[config.mk]
export PLATFORM = sky130hd
export DESIGN_NAME = frm_pair_aligner
export DESIGN_NICKNAME = d
export VERILOG_FILES = /design/src/rtl/frm_pkg.sv /design/src/rtl/frm_window.sv /design/src/rtl/frm_timing.sv /design/src/rtl/frm_policy.sv /design/src/rtl/frm_pair_aligner.sv
export SDC_FILE = /design/constraint.sdc
export NUM_CORES = 1
export LEC_CHECK = 0
export ABC_AREA = 1
export CORE_MARGIN = 8
export CORE_UTILIZATION = 41
export CTS_CLUSTER_DIAMETER = 150
export DETAILED_ROUTE_END_ITERATION = 10
export DONT_BUFFER_PORTS = 1
export GPL_TIMING_DRIVEN = 0
export PLACE_DENSITY_LB_ADDON = 0.08
export SETUP_SLACK_MARGIN = 0.15
export SKIP_LAST_GASP = 1
export SYNTH_ARGS = -nofsm -noshare
export SYNTH_HDL_FRONTEND = slang
export SYNTH_SLANG_ARGS = --single-unit
[constraint.sdc]
create_clock -name clk_i -period 3.95 [get_ports clk_i]
set_input_delay 0.1975 -clock clk_i [delete_from_list [all_inputs] [get_ports clk_i]]
set_output_delay 0.1975 -clock clk_i [all_outputs]
set_load 0.005 [all_outputs]
[src/rtl/frm_pkg.sv]
package frm_pkg;
  localparam int SYM_W  = 5;
  localparam int PAIR_W = 2 * SYM_W;

  localparam logic [SYM_W-1:0] SYM_J = 5'b11000;
  localparam logic [SYM_W-1:0] SYM_K = 5'b10001;
  localparam logic [SYM_W-1:0] SYM_H = 5'b00100;
  localparam logic [SYM_W-1:0] SYM_Q = 5'b00000;

  typedef enum logic [1:0] {
    PAT_JK = 2'd0,
    PAT_HH = 2'd1,
    PAT_HQ = 2'd2
  } pat_e;

  localparam int NPAT = 3;

  localparam logic [PAIR_W-1:0] PAIR_JK = {SYM_J, SYM_K};

  function automatic logic [PAIR_W-1:0] pat_val(input int idx);
    case (idx)
      0:       return {SYM_J, SYM_K};
      1:       return {SYM_H, SYM_H};
      default: return {SYM_H, SYM_Q};
    endcase
  endfunction
endpackage

[src/rtl/frm_window.sv]
module frm_window
  import frm_pkg::*;
(
  input  logic              clk_i,
  input  logic              rst_ni,
  input  logic              bit_i,
  output logic [PAIR_W-1:0] win_o,
  output logic [NPAT-1:0]   hit_o
);
  logic [PAIR_W-1:0] win_q;

  always_ff @(posedge clk_i or negedge rst_ni) begin
    if (!rst_ni) win_q <= '0;
    else         win_q <= {win_q[PAIR_W-2:0], bit_i};
  end

  assign win_o = win_q;

  // one comparator per delimiter pattern; shifting covers every offset
  for (genvar g = 0; g < NPAT; g++) begin : g_pat
    assign hit_o[g] = (win_q == pat_val(g));
  end
endmodule

[src/rtl/frm_timing.sv]
module frm_timing #(
  parameter int PAIR_W  = 10,
  parameter int GAP_MIN = 30
) (
  input  logic clk_i,
  input  logic rst_ni,
  input  logic accept_i,
  output logic on_bnd_o,
  output logic gap_ok_o
);
  localparam int PH_W  = $clog2(PAIR_W + 1);
  localparam int GAP_W = $clog2(GAP_MIN + 1) < 1 ? 1 : $clog2(GAP_MIN + 1);
  localparam logic [GAP_W-1:0] GAP_LIM = GAP_W'(GAP_MIN);
  localparam logic [PH_W-1:0]  PH_END  = PH_W'(PAIR_W);

  logic [PH_W-1:0]  ph_q;   // bits of the current pair already received
  logic [GAP_W-1:0] gap_q;  // bits since last accepted delimiter, saturating

  assign on_bnd_o = (ph_q == PH_END);
  assign gap_ok_o = (gap_q >= GAP_LIM);

  always_ff @(posedge clk_i or negedge rst_ni) begin
    if (!rst_ni) begin
      ph_q  <= '0;
      gap_q <= GAP_LIM;
    end else begin
      if (accept_i || on_bnd_o) ph_q <= PH_W'(1);
      else                      ph_q <= ph_q + 1'b1;
      if (accept_i)             gap_q <= GAP_W'(1);
      else if (!gap_ok_o)       gap_q <= gap_q + 1'b1;
    end
  end
endmodule

[src/rtl/frm_policy.sv]
module frm_policy (
  input  logic clk_i,
  input  logic rst_ni,
  input  logic line_active_i,
  input  logic idle_t_i,
  input  logic hold_i,
  input  logic jk_hit_i,
  input  logic halt_hit_i,
  input  logic on_bnd_i,
  input  logic gap_ok_i,
  output logic accept_o,
  output logic viol_o
);
  logic open_q;   // idle/ending delimiter seen since last acceptance
  logic armed_q;  // delimiter accepted since line was last Idle
  logic pass_active;

  assign pass_active = gap_ok_i && (on_bnd_i || open_q);
  assign accept_o    = jk_hit_i && !hold_i && (!line_active_i || pass_active);
  assign viol_o      = halt_hit_i && !on_bnd_i && line_active_i && armed_q;

  always_ff @(posedge clk_i or negedge rst_ni) begin
    if (!rst_ni) begin
      open_q  <= 1'b0;
      armed_q <= 1'b0;
    end else begin
      if (accept_o)      open_q <= 1'b0;
      else if (idle_t_i) open_q <= 1'b1;
      if (accept_o)           armed_q <= 1'b1;
      else if (!line_active_i) armed_q <= 1'b0;
    end
  end
endmodule

[src/rtl/frm_pair_aligner.sv]
module frm_pair_aligner
  import frm_pkg::*;
#(
  parameter int GAP_MIN = 3 * PAIR_W
) (
  input  logic              clk_i,
  input  logic              rst_ni,
  input  logic              bit_i,
  input  logic              line_active_i,
  input  logic              idle_t_i,
  input  logic              hold_i,
  output logic [PAIR_W-1:0] pair_o,
  output logic              pair_vld_o,
  output logic              realign_o,
  output logic              jk_off_o,
  output logic              viol_o
);
  logic [PAIR_W-1:0] win;
  logic [NPAT-1:0]   hit;
  logic              on_bnd, gap_ok, accept, viol, halt_hit, strobe;

  frm_window i_window (
    .clk_i (clk_i),
    .rst_ni(rst_ni),
    .bit_i (bit_i),
    .win_o (win),
    .hit_o (hit)
  );

  frm_timing #(
    .PAIR_W (PAIR_W),
    .GAP_MIN(GAP_MIN)
  ) i_timing (
    .clk_i   (clk_i),
    .rst_ni  (rst_ni),
    .accept_i(accept),
    .on_bnd_o(on_bnd),
    .gap_ok_o(gap_ok)
  );

  assign halt_hit = hit[PAT_HH] | hit[PAT_HQ];

  frm_policy i_policy (
    .clk_i        (clk_i),
    .rst_ni       (rst_ni),
    .line_active_i(line_active_i),
    .idle_t_i     (idle_t_i),
    .hold_i       (hold_i),
    .jk_hit_i     (hit[PAT_JK]),
    .halt_hit_i   (halt_hit),
    .on_bnd_i     (on_bnd),
    .gap_ok_i     (gap_ok),
    .accept_o     (accept),
    .viol_o       (viol)
  );

  assign strobe = on_bnd | accept;

  always_ff @(posedge clk_i or negedge rst_ni) begin
    if (!rst_ni) begin
      pair_o     <= '0;
      pair_vld_o <= 1'b0;
      realign_o  <= 1'b0;
      jk_off_o   <= 1'b0;
      viol_o     <= 1'b0;
    end else begin
      if (strobe) pair_o <= win;
      pair_vld_o <= strobe;
      realign_o  <= accept;
      jk_off_o   <= hit[PAT_JK] & ~on_bnd;
      viol_o     <= viol;
    end
  end
endmodule

==> run_results.csv, run 1 <==
group,metric,value,unit
routing,vias,939,
timing,max_clock_freq,611,MHz
setup_path,cp-end-kind,"flip-flop",
setup_path,critPathMaxStageDelay,0.59,ns
clocking,cts_resized,0,
synth,synth_flop_cell,"dfrtp_1",
setup_path,startpoint_type,"flip-flop",
timing,worst_slew_pin_slew,0.500,ns
outcome,status,"finished, final reports clean",
synth,avgSynthCellArea,10.4,um2
global_route,grt_overflow,0,
setup_path,worstSetupPathType,"reg -> reg",
floorplanning,initial_utilization,42.9,%
floorplanning,core_area,3340,um2
global_route,grt_use_total,10.8,%
layout,nets,160,
setup_path,rr_endpoint,"pair_o[2]$_DFFE_PN0P_",
floorplanning,rows,21,
setup_path,ff2ff_setup_slack,2.31,ns
global_route,grt_pass1_vias,903,
clocking,clk_pin_slew_worst_paths,0.10,ns
setup_path,reg2reg_from,"i_timing.gap_q[1]$_DFFE_PN1P_",
setup_path,critPathSlowestCell,"dfstp_2",
timing,period_needed,1.64,ns
global_route,antenna_found_initial,0,
layout,final.fill_count,331,
min_path,hold-path-cell-count,4,
clocking,tritoncts,"yes",
routing,drt_iter0_drc,87,
setup_path,cp.arrival,1.86,ns
floorplanning,die_h,75.1,um
timing,hold_viol_final,0,
synth,async_flop_share,100,%
placement,finalWeightedCongestion,0.716,
layout,num_antenna_cells,0,
floorplanning,die-area,5630,um2
floorplanning,die_x,75.1,um
floorplanning,ios,20,
min_path,whs_endpoint,"pair_o[0]$_DFFE_PN0P_",
synth,synth_warnings,0,
setup_path,crit_path_start,"i_timing.gap_q[1]$_DFFE_PN1P_",
synth,synthCells,137,
routing,drt-wirelength-per-cell,13.6,um
timing,slew_viol_final,0,
routing,drt_pass1_iterations,4,
clocking,clk_latency,0.33,ns
power,power.leakage,0.000799,uW
synth,ys_seq_elements,35,
setup_path,crit_chain,"ha_1 > nor2_1 > nor2_2 > nand3_1 > nand2_1 > nand2_4 > buf_4 > nand3_1 > nand2_1",
synth,synthTopCellsByArea,"dfrtp_1 (54%), nand2_1 (7.9%), dfstp_2 (7.3%)",
clocking,cts_buffers,5,
clocking,htree_levels,2,
synth,synth_cell_types,25,
routing,ant_nets,0,
routing,drc,0,
power,p_per_area,657,nW/um2
synth,synth_edf_count,0,
synth,synth_most_common_cell,"dfrtp_1",
synth,yosysTopAreaCellShare,54.2,%
routing,wirelength,2670,um
min_path,hp-start,"hold_i",
clocking,cts_sinks,35,
placement,place_hpwl,1860,um
timing,fin_setup_tns,0,ns
timing,rsz0062_at_grt,"false",
routing,vias_per_cell,4.77,
min_path,min_path_type,"in -> reg",
timing,finalSetupViolCount,0,
synth,yosys.area.top_type,"dfrtp_1",
clocking,cts-root-buf,"clkbuf_4",
run,drv_cap,0,
timing,slew_headroom,66.7,%
synth,yosys-top-cells-count,"dfrtp_1 (31), nand2_1 (30), nand3_1 (19)",
setup_path,cp.required,4.18,ns
layout,drive_above_1_share,17.2,%
timing,fin_crit_sh,41.4,%
clocking,clock_path_buffers,2,
power,max-vdd-ir-drop,0.000250,V
power,power,1060,uW
setup_path,r2r_cells,9,
synth,synth.net_count,147,
global_route,grt_start_max_net_pins,36,
placement,port_buffers,0,
setup_path,critPathMaxFanout,10,
synth,yosysSeqAreaShare,61.6,%
global_route,grt_pass1_wl,4510,um
timing,finClkSkew,0.0131,ns
layout,area_growth,12.6,%
synth,syn-cell-area,1430,um2
-- power breakdown --
part / internal, uW / total [uW] / leakage [uW] / switching, uW
combinational: 136 / 317 / 0.000342 / 181
sequential: 471 / 556 / 0.000422 / 84.8
clock: 66.3 / 185 / 0.0000347 / 119
total: 673 / 1060 / 0.000799 / 384
-- routing by layer --
metal  part of all wire, %  track usage [%]  up-vias
met5                     0                0        -
met4                  0.86             3.91        0
met3                   6.4             5.33        2
met2                    48             15.7       18
met1                    45             13.5      457
li1                      -                -      462
-- per-stage QoR --
stage,std cells,cell area (um2),utilization [%],setup slack [ns],hold slack [ns]
floorplan,137,1430,-,2.47,-0.0981
global placement,183,1490,44.6,2.35,-0.0968
detailed placement,183,1490,44.6,2.33,-0.0965
CTS,196,1600,48.0,2.31,0.00327
global route,197,1610,48.3,2.16,0.151
finish,197,1610,48.3,2.31,0.143
-- worst max-delay path by stage --
stage,to
3_3_place_gp,pair_o[4]$_DFFE_PN0P_
2_1_floorplan,pair_o[2]$_DFFE_PN0P_
3_5_place_dp,pair_o[2]$_DFFE_PN0P_
5_1_grt,pair_o[6]$_DFFE_PN0P_
4_1_cts,pair_o[2]$_DFFE_PN0P_
6_report,pair_o[2]$_DFFE_PN0P_
-- critical path: cells and delay by family, from the launching register on --
kind,cells,cell delay [ns]
buffers and inverters,1,0.19
DFF,1,0.59
adders and majority gates,1,0.16
and+or+nand+nor,7,0.61
-- flip-flops by register name (all words and copies together) (netlist names) --
register          count
i_policy.open_q       1
i_timing.ph_q         4
pair_vld_o            1
i_policy.armed_q      1
realign_o             1
jk_off_o              1
i_timing.gap_q        5
pair_o               10
i_window.win_o       10
viol_o                1
-- cells in the final DEF (no fill, tap or decap), drive strengths merged --
master	instances
nand2	33
dfrtp	31
nand3	20
nor2	16
inv	12
clkbuf	6
dlygate4sd3	5
ha	4
dfstp	4
o21ai	3
clkinv	3
buf	3
xor2	2
a21oi	2
nor3	2
xnor2	1
nor3b	1
or2	1
nand4	1
nor4	1
-- final cells by class --
| cell class | count | area (um2) | area share (%) |
|---|---|---|---|
| Tap cell | 46 | 57.6 | 3.57 |
| Clock inverter | 3 | 15.0 | 0.932 |
| Timing Repair Buffer | 6 | 70.1 | 4.35 |
| Multi-Input combinational cell | 87 | 473 | 29.4 |
| Inverter | 12 | 45.0 | 2.80 |
| Clock buffer | 5 | 37.5 | 2.33 |
| Sequential cell | 35 | 881 | 54.7 |
| Buffer | 3 | 31.3 | 1.94 |
-- timing repair --
action,in CTS,in global routing
hold endpoints to repair,38,1
hold buffers,5,1
buffers inserted,0,0
-- kinds of logic after synthesis --
family | share of synthesized area [%]
AOI/OAI and AO/OA | 1.75
xor gates and xnor gates | 1.84
adders and majority gates | 3.50
buffers and inverters | 5.34
DFF | 61.6
and+or+nand+nor | 26.0
(Power assumes the default switching activity.)
==> inputs of run 2 (changes only) <==
- clock period: 3.95 -> 1.3 ns (I/O delays scaled with it)
==> run 2 against run 1 <==
The run now ends with negative setup slack left. Die area stayed put. Critical path depth stayed put. Power grew to 3.8 times the previous value. First-iteration DRC count is 24% lower. Setup slack worse by 2.5 ns. Combinational power grew to 5.2 times the previous value. Hold slack worse by 0.076 ns.
==> run_results.csv, run 2 (synthesis results as in run 1) <==
group,metric,value,unit
layout,drive_above_1_share,36.3,%
timing,slew_headroom,83.8,%
timing,period_needed,1.53,ns
setup_path,cp-end-kind,"flip-flop",
layout,stdcell_area,1880,um2
layout,fin_cells,214,
clocking,tritoncts,"yes",
layout,post-route-util,56.3,%
global_route,grt_pass1_vias,1102,
setup_path,critPathMaxStageDelay,0.58,ns
power,p_per_area,2120,nW/um2
routing,drc,0,
layout,mostFrequentLayoutCell,"dfrtp_1",
routing,drt-wirelength-per-cell,14.2,um
timing,slew_viol_final,0,
setup_path,cp.required,1.52,ns
run,drv_cap,0,
routing,drt_iter0_drc,66,
timing,fin_crit_sh,118,%
timing,finalSetupViolCount,24,
layout,nets,177,
min_path,min_path_type,"in -> reg",
timing,max_clock_freq,654,MHz
power,power.leakage,0.000915,uW
layout,ff_latch_area,881,um2
routing,drt_pass1_iterations,4,
layout,multiInputGateArea,558,um2
floorplanning,ios,20,
placement,port_buffers,0,
placement,finalWeightedCongestion,0.724,
clocking,cts-root-buf,"clkbuf_4",
global_route,grt_pass1_wl,5250,um
outcome,status,"finished with violations",
placement,placed_cells,183,
floorplanning,die_h,75.1,um
power,max-vdd-ir-drop,0.000841,V
routing,ant_nets,0,
floorplanning,die-area,5630,um2
global_route,antenna_found_initial,0,
clocking,clk_pin_slew_worst_paths,0.10,ns
floorplanning,core_area,3340,um2
timing,setup_slack,-0.229,ns
routing,vias,1014,
global_route,grt_start_max_net_pins,36,
clocking,clk_latency,0.33,ns
placement,postPlaceCellArea,1500,um2
setup_path,cp.arrival,1.75,ns
global_route,grt_overflow,0,
global_route,grt_use_total,12.8,%
setup_path,critPathSlowestCell,"dfstp_2",
setup_path,worstSetupPathType,"reg -> reg",
setup_path,startpoint_type,"flip-flop",
clocking,cts_buffers,5,
setup_path,critPathMaxFanout,4,
layout,final.fill_count,319,
outcome,violations,"negative setup slack",
floorplanning,initial_utilization,42.9,%
setup_path,worst_path_most_repeated_cell,"buf_4",
timing,worst_slew_pin_slew,0.243,ns
routing,wirelength,3030,um
layout,num_antenna_cells,0,
floorplanning,die_x,75.1,um
timing,finClkSkew,0.0111,ns
timing,rsz0062_at_grt,"true",
routing,vias_per_cell,4.74,
clocking,cts_sinks,35,
floorplanning,rows,21,
clocking,clock_path_buffers,2,
placement,place_hpwl,1880,um
layout,mostFrequentLayoutCells,"dfrtp_1 (31), nand2_1 (22), nand3_1 (17)",
layout,area_growth,31.4,%
clocking,htree_levels,2,
setup_path,crit_chain,"ha_4 > nor2_4 > nor2_4 > buf_4 > buf_4 > buf_4 > nand2_4 > nand2_1 > nand3_1",
timing,hold_viol_final,0,
[run 2: cell count changes in the layout (fill, tap and decap cells not counted), moves of 3 or more]
cell / delta
buf_4: +12
nor2_4: +3
buf_6: +5
clkinv_2: -3
nand2_1: -8
nand2_2: +7
[run 2: path summary, 6_finish.rpt]
path,endpoint,slack (ns),from,cells after the start
min in group asynchronous,i_timing.ph_q[3]$_DFF_PN0_,0.17,rst_ni,2
max in group asynchronous,i_timing.gap_q[2]$_DFFE_PN1P_,0.89,rst_ni,2
worst min register to register,i_window.win_o[5]$_DFF_PN0_,0.43,i_window.win_o[4]$_DFF_PN0_,0
worst max register to register,i_timing.gap_q[0]$_DFFE_PN0P_,-0.23,i_timing.gap_q[1]$_DFFE_PN1P_,9
worst min-delay path,realign_o$_DFF_PN0_,0.07,hold_i,4
worst max-delay path,i_timing.gap_q[0]$_DFFE_PN0P_,-0.23,i_timing.gap_q[1]$_DFFE_PN1P_,9
[run 2: worst max-delay path, delay by kind of cell (launching register included)]
kind,cells,cell delay [ns]
buffers and inverters,3,0.32
and+or+nand+nor,5,0.38
DFF,1,0.58
adders and majority gates,1,0.14
[run 2: metrics by stage]
step                      hold slack, ns  power [uW]  setup slack, ns  setup TNS (ns)
after floorplan                   -0.231        2460           -0.163           -2.38
after global routing              0.0403        4310           -0.310           -6.22
after detailed placement          -0.230        2700           -0.338           -6.32
after CTS                         0.0536        3890           -0.195           -3.46
final                             0.0667        3990           -0.229           -4.39
after global placement            -0.230        2660           -0.320           -5.94
[run 2: layout make-up]
cell class | count | share of cell area [%]
sequential | 35 | 46.9
inverter | 12 | 2.53
multi-input combinational | 87 | 29.7
buffer | 3 | 1.93
tap | 46 | 3.06
clock buffer | 8 | 3.66
timing repair buffer | 23 | 12.3
[run 2: power by group]
part	total, uW	internal [uW]	switching, uW
sequential	1680	1430	252
clock	653	318	335
combinational	1650	838	812
[run 2: what timing repair did]
| action | 4_1_cts | 5_1_grt |
|---|---|---|
| pin swaps | 8 | 4 |
| setup buffers | 15 | 2 |
| gates resized for setup | 19 | 10 |
| cloned | 1 | 0 |
| hold buffers | 5 | 0 |
| setup endpoints to repair | 24 | 25 |
| endpoints found under the hold margin | 39 | 0 |
[run 2: layer usage]
metal | up-vias | global-route usage, % | share of wire, %
met5 | - | 0 | 0
met4 | 0 | 5.87 | 2.2
met3 | 7 | 6.39 | 5.2
met2 | 20 | 20.5 | 51
met1 | 489 | 13.9 | 42
li1 | 498 | - | -
==> inputs of run 3 (changes only) <==
- CTS_BUF_LIST: not set -> sky130_fd_sc_hd__clkbuf_8
==> run 3 against run 2 <==
The flow still finishes with violations (negative setup slack). Routed wire length down 1.8%. Combinational power down 4%. Clock-buffer cell count down 1. Design area up 0.47%. Power up 3.2%. Sequential cell count unchanged. Final cell count down 1.9%. Utilization up 0.26 points. Via count down 1.7%. Maximum frequency up 3.5%. Setup slack better by 0.052 ns. Largest cell class unchanged. Highest routed layer unchanged.
==> run_results.csv, run 3 (synthesis results as in run 1) <==
group,metric,value,unit
layout,num_antenna_cells,0,
clocking,cts_sinks,35,
timing,rsz0062_at_grt,"true",
power,p_per_area,2180,nW/um2
setup_path,ff2ff_setup_slack,-0.18,ns
power,power,4120,uW
timing,max_clock_freq,677,MHz
outcome,status,"finished with violations",
floorplanning,die_h,75.1,um
routing,vias,997,
floorplanning,die-area,5630,um2
routing,drt_iter0_drc,26,
setup_path,worstSetupPathType,"reg -> reg",
global_route,antenna_found_initial,0,
floorplanning,core_area,3340,um2
routing,ant_nets,0,
layout,mostFrequentLayoutCells,"dfrtp_1 (31), nand2_1 (24), nand3_1 (16)",
timing,setup_slack,-0.177,ns
placement,postPlaceCellArea,1500,um2
floorplanning,die_x,75.1,um
global_route,grt_overflow,0,
run,drv_cap,0,
global_route,grt_util_met3,5.59,%
timing,slew_viol_final,0,
min_path,hp-start,"hold_i",
routing,drt_pass1_iterations,4,
setup_path,critPathMaxFanout,10,
layout,drive_above_1_share,37.2,%
min_path,hold-path-cell-count,4,
layout,mostFrequentLayoutCell,"dfrtp_1",
setup_path,critPathBufInv,1,
placement,place_hpwl,1880,um
timing,finalSetupViolCount,23,
clocking,clk_latency,0.28,ns
clocking,cts_buffers,5,
floorplanning,initial_utilization,42.9,%
setup_path,crit_chain,"ha_4 > nor2_4 > nor2_4 > nand3_2 > nand2_2 > nand2_4 > nand2_4 > buf_12 > nand2_1 > nand2_1",
clocking,clk_pin_slew_worst_paths,0.07,ns
layout,nets,173,
global_route,grt_use_total,12.5,%
setup_path,reg2reg_from,"i_timing.gap_q[1]$_DFFE_PN1P_",
global_route,grt_start_max_net_pins,36,
floorplanning,ios,20,
global_route,grt_pass1_vias,1092,
placement,place_ws,-0.338,ns
timing,hold_viol_final,0,
timing,slew_headroom,83.3,%
min_path,min_path_type,"in -> reg",
timing,finClkSkew,0.00593,ns
global_route,busiest_layer,"met2",
routing,drt-wirelength-per-cell,14.2,um
routing,wirelength,2980,um
global_route,use_met1,13.5,%
layout,area_growth,32.0,%
floorplanning,rows,21,
timing,worst_slew_pin_slew,0.251,ns
setup_path,cp.required,1.52,ns
setup_path,startpoint_type,"flip-flop",
timing,period_needed,1.48,ns
outcome,violations,"negative setup slack",
clocking,tritoncts,"yes",
power,power.leakage,0.000916,uW
setup_path,critPathMaxStageDelay,0.56,ns
min_path,whs_endpoint,"realign_o$_DFF_PN0_",
clocking,clock_path_buffers,2,
power,max-vdd-ir-drop,0.000899,V
routing,drc,0,
setup_path,critPathSlowestCell,"dfstp_2",
global_route,met2_usage,20.2,%
setup_path,rr_endpoint,"pair_o[7]$_DFFE_PN0P_",
layout,stdcell_area,1890,um2
clocking,cts-root-buf,"clkbuf_8",
clocking,htree_levels,2,
global_route,grt_pass1_wl,5180,um
layout,final.fill_count,307,
setup_path,cp.arrival,1.70,ns
timing,fin_crit_sh,114,%
placement,finalWeightedCongestion,0.724,
setup_path,cp-end-kind,"flip-flop",
setup_path,r2r_cells,10,
setup_path,crit_family,"simple AND/OR/NAND/NOR gates",
placement,port_buffers,0,
routing,vias_per_cell,4.75,
[run 3: worst max path at each step]
stage | cells past startpoint | from | endpoint | slack (ns)
finish | 10 | i_timing.gap_q[1]$_DFFE_PN1P_ | pair_o[7]$_DFFE_PN0P_ | -0.18
global route | 10 | i_timing.gap_q[1]$_DFFE_PN1P_ | pair_o[7]$_DFFE_PN0P_ | -0.24
CTS | 10 | i_timing.gap_q[1]$_DFFE_PN1P_ | pair_o[7]$_DFFE_PN0P_ | -0.18
detailed placement | 10 | i_timing.gap_q[1]$_DFFE_PN1P_ | pair_o[7]$_DFFE_PN0P_ | -0.34
global placement | 10 | i_timing.gap_q[1]$_DFFE_PN1P_ | pair_o[7]$_DFFE_PN0P_ | -0.32
floorplan | 9 | i_timing.gap_q[1]$_DFFE_PN1P_ | pair_o[2]$_DFFE_PN0P_ | -0.16
[run 3: area by class of cell]
type / instances / area (um2) / share of cell area (%)
plain buffers: 3 / 36.3 / 1.92
multi-input cells: 87 / 568 / 30.1
repair buffers: 19 / 193 / 10.2
inverters: 12 / 52.6 / 2.78
clock inverters: 1 / 3.75 / 0.199
flip-flops and latches: 35 / 881 / 46.7
well taps: 46 / 57.6 / 3.05
clock buffers: 7 / 96.3 / 5.10
[run 3: per-stage QoR]
step                      std cells  setup TNS (ns)  hold WS [ns]  util [%]
final                           210           -2.91         0.106      56.6
after CTS                       208           -2.92        0.0868      54.9
after floorplan                 137           -2.38        -0.231         -
after global placement          183           -5.94        -0.230      45.1
after detailed placement        183           -6.32        -0.230      45.1
after global routing            210           -4.26        0.0975      56.6
[run 3: power breakdown]
| part | internal, uW | leakage [uW] | switching (uW) |
|---|---|---|---|
| Combinational | 780 | 0.000438 | 808 |
| Clock | 475 | 0.0000557 | 356 |
| Sequential | 1430 | 0.000422 | 261 |
| Total | 2690 | 0.000916 | 1430 |
[run 3: what timing repair did]
item	4_1_cts	5_1_grt
buffers inserted	12	2
hold buffers	5	0
endpoints found under the hold margin	39	0
endpoints found under the setup margin	24	25
pin swaps	5	4
resized for setup	22	13
[run 3: layer usage]
layer / wire [um] / vias up
li1: - / 486
met5: 0 / -
met2: 1540 / 16
met1: 1240 / 489
met3: 140 / 6
met4: 59 / 0
[run 3: worst reg2reg max path, cell delays in order, from the launching register on]
cell and delay, ns:
dfstp_2 0.56, ha_4 0.14, nor2_4 0.03, nor2_4 0.10, nand3_2 0.09, nand2_2 0.08
nand2_4 0.07, nand2_4 0.10, buf_12 0.13, nand2_1 0.06, nand2_1 0.05
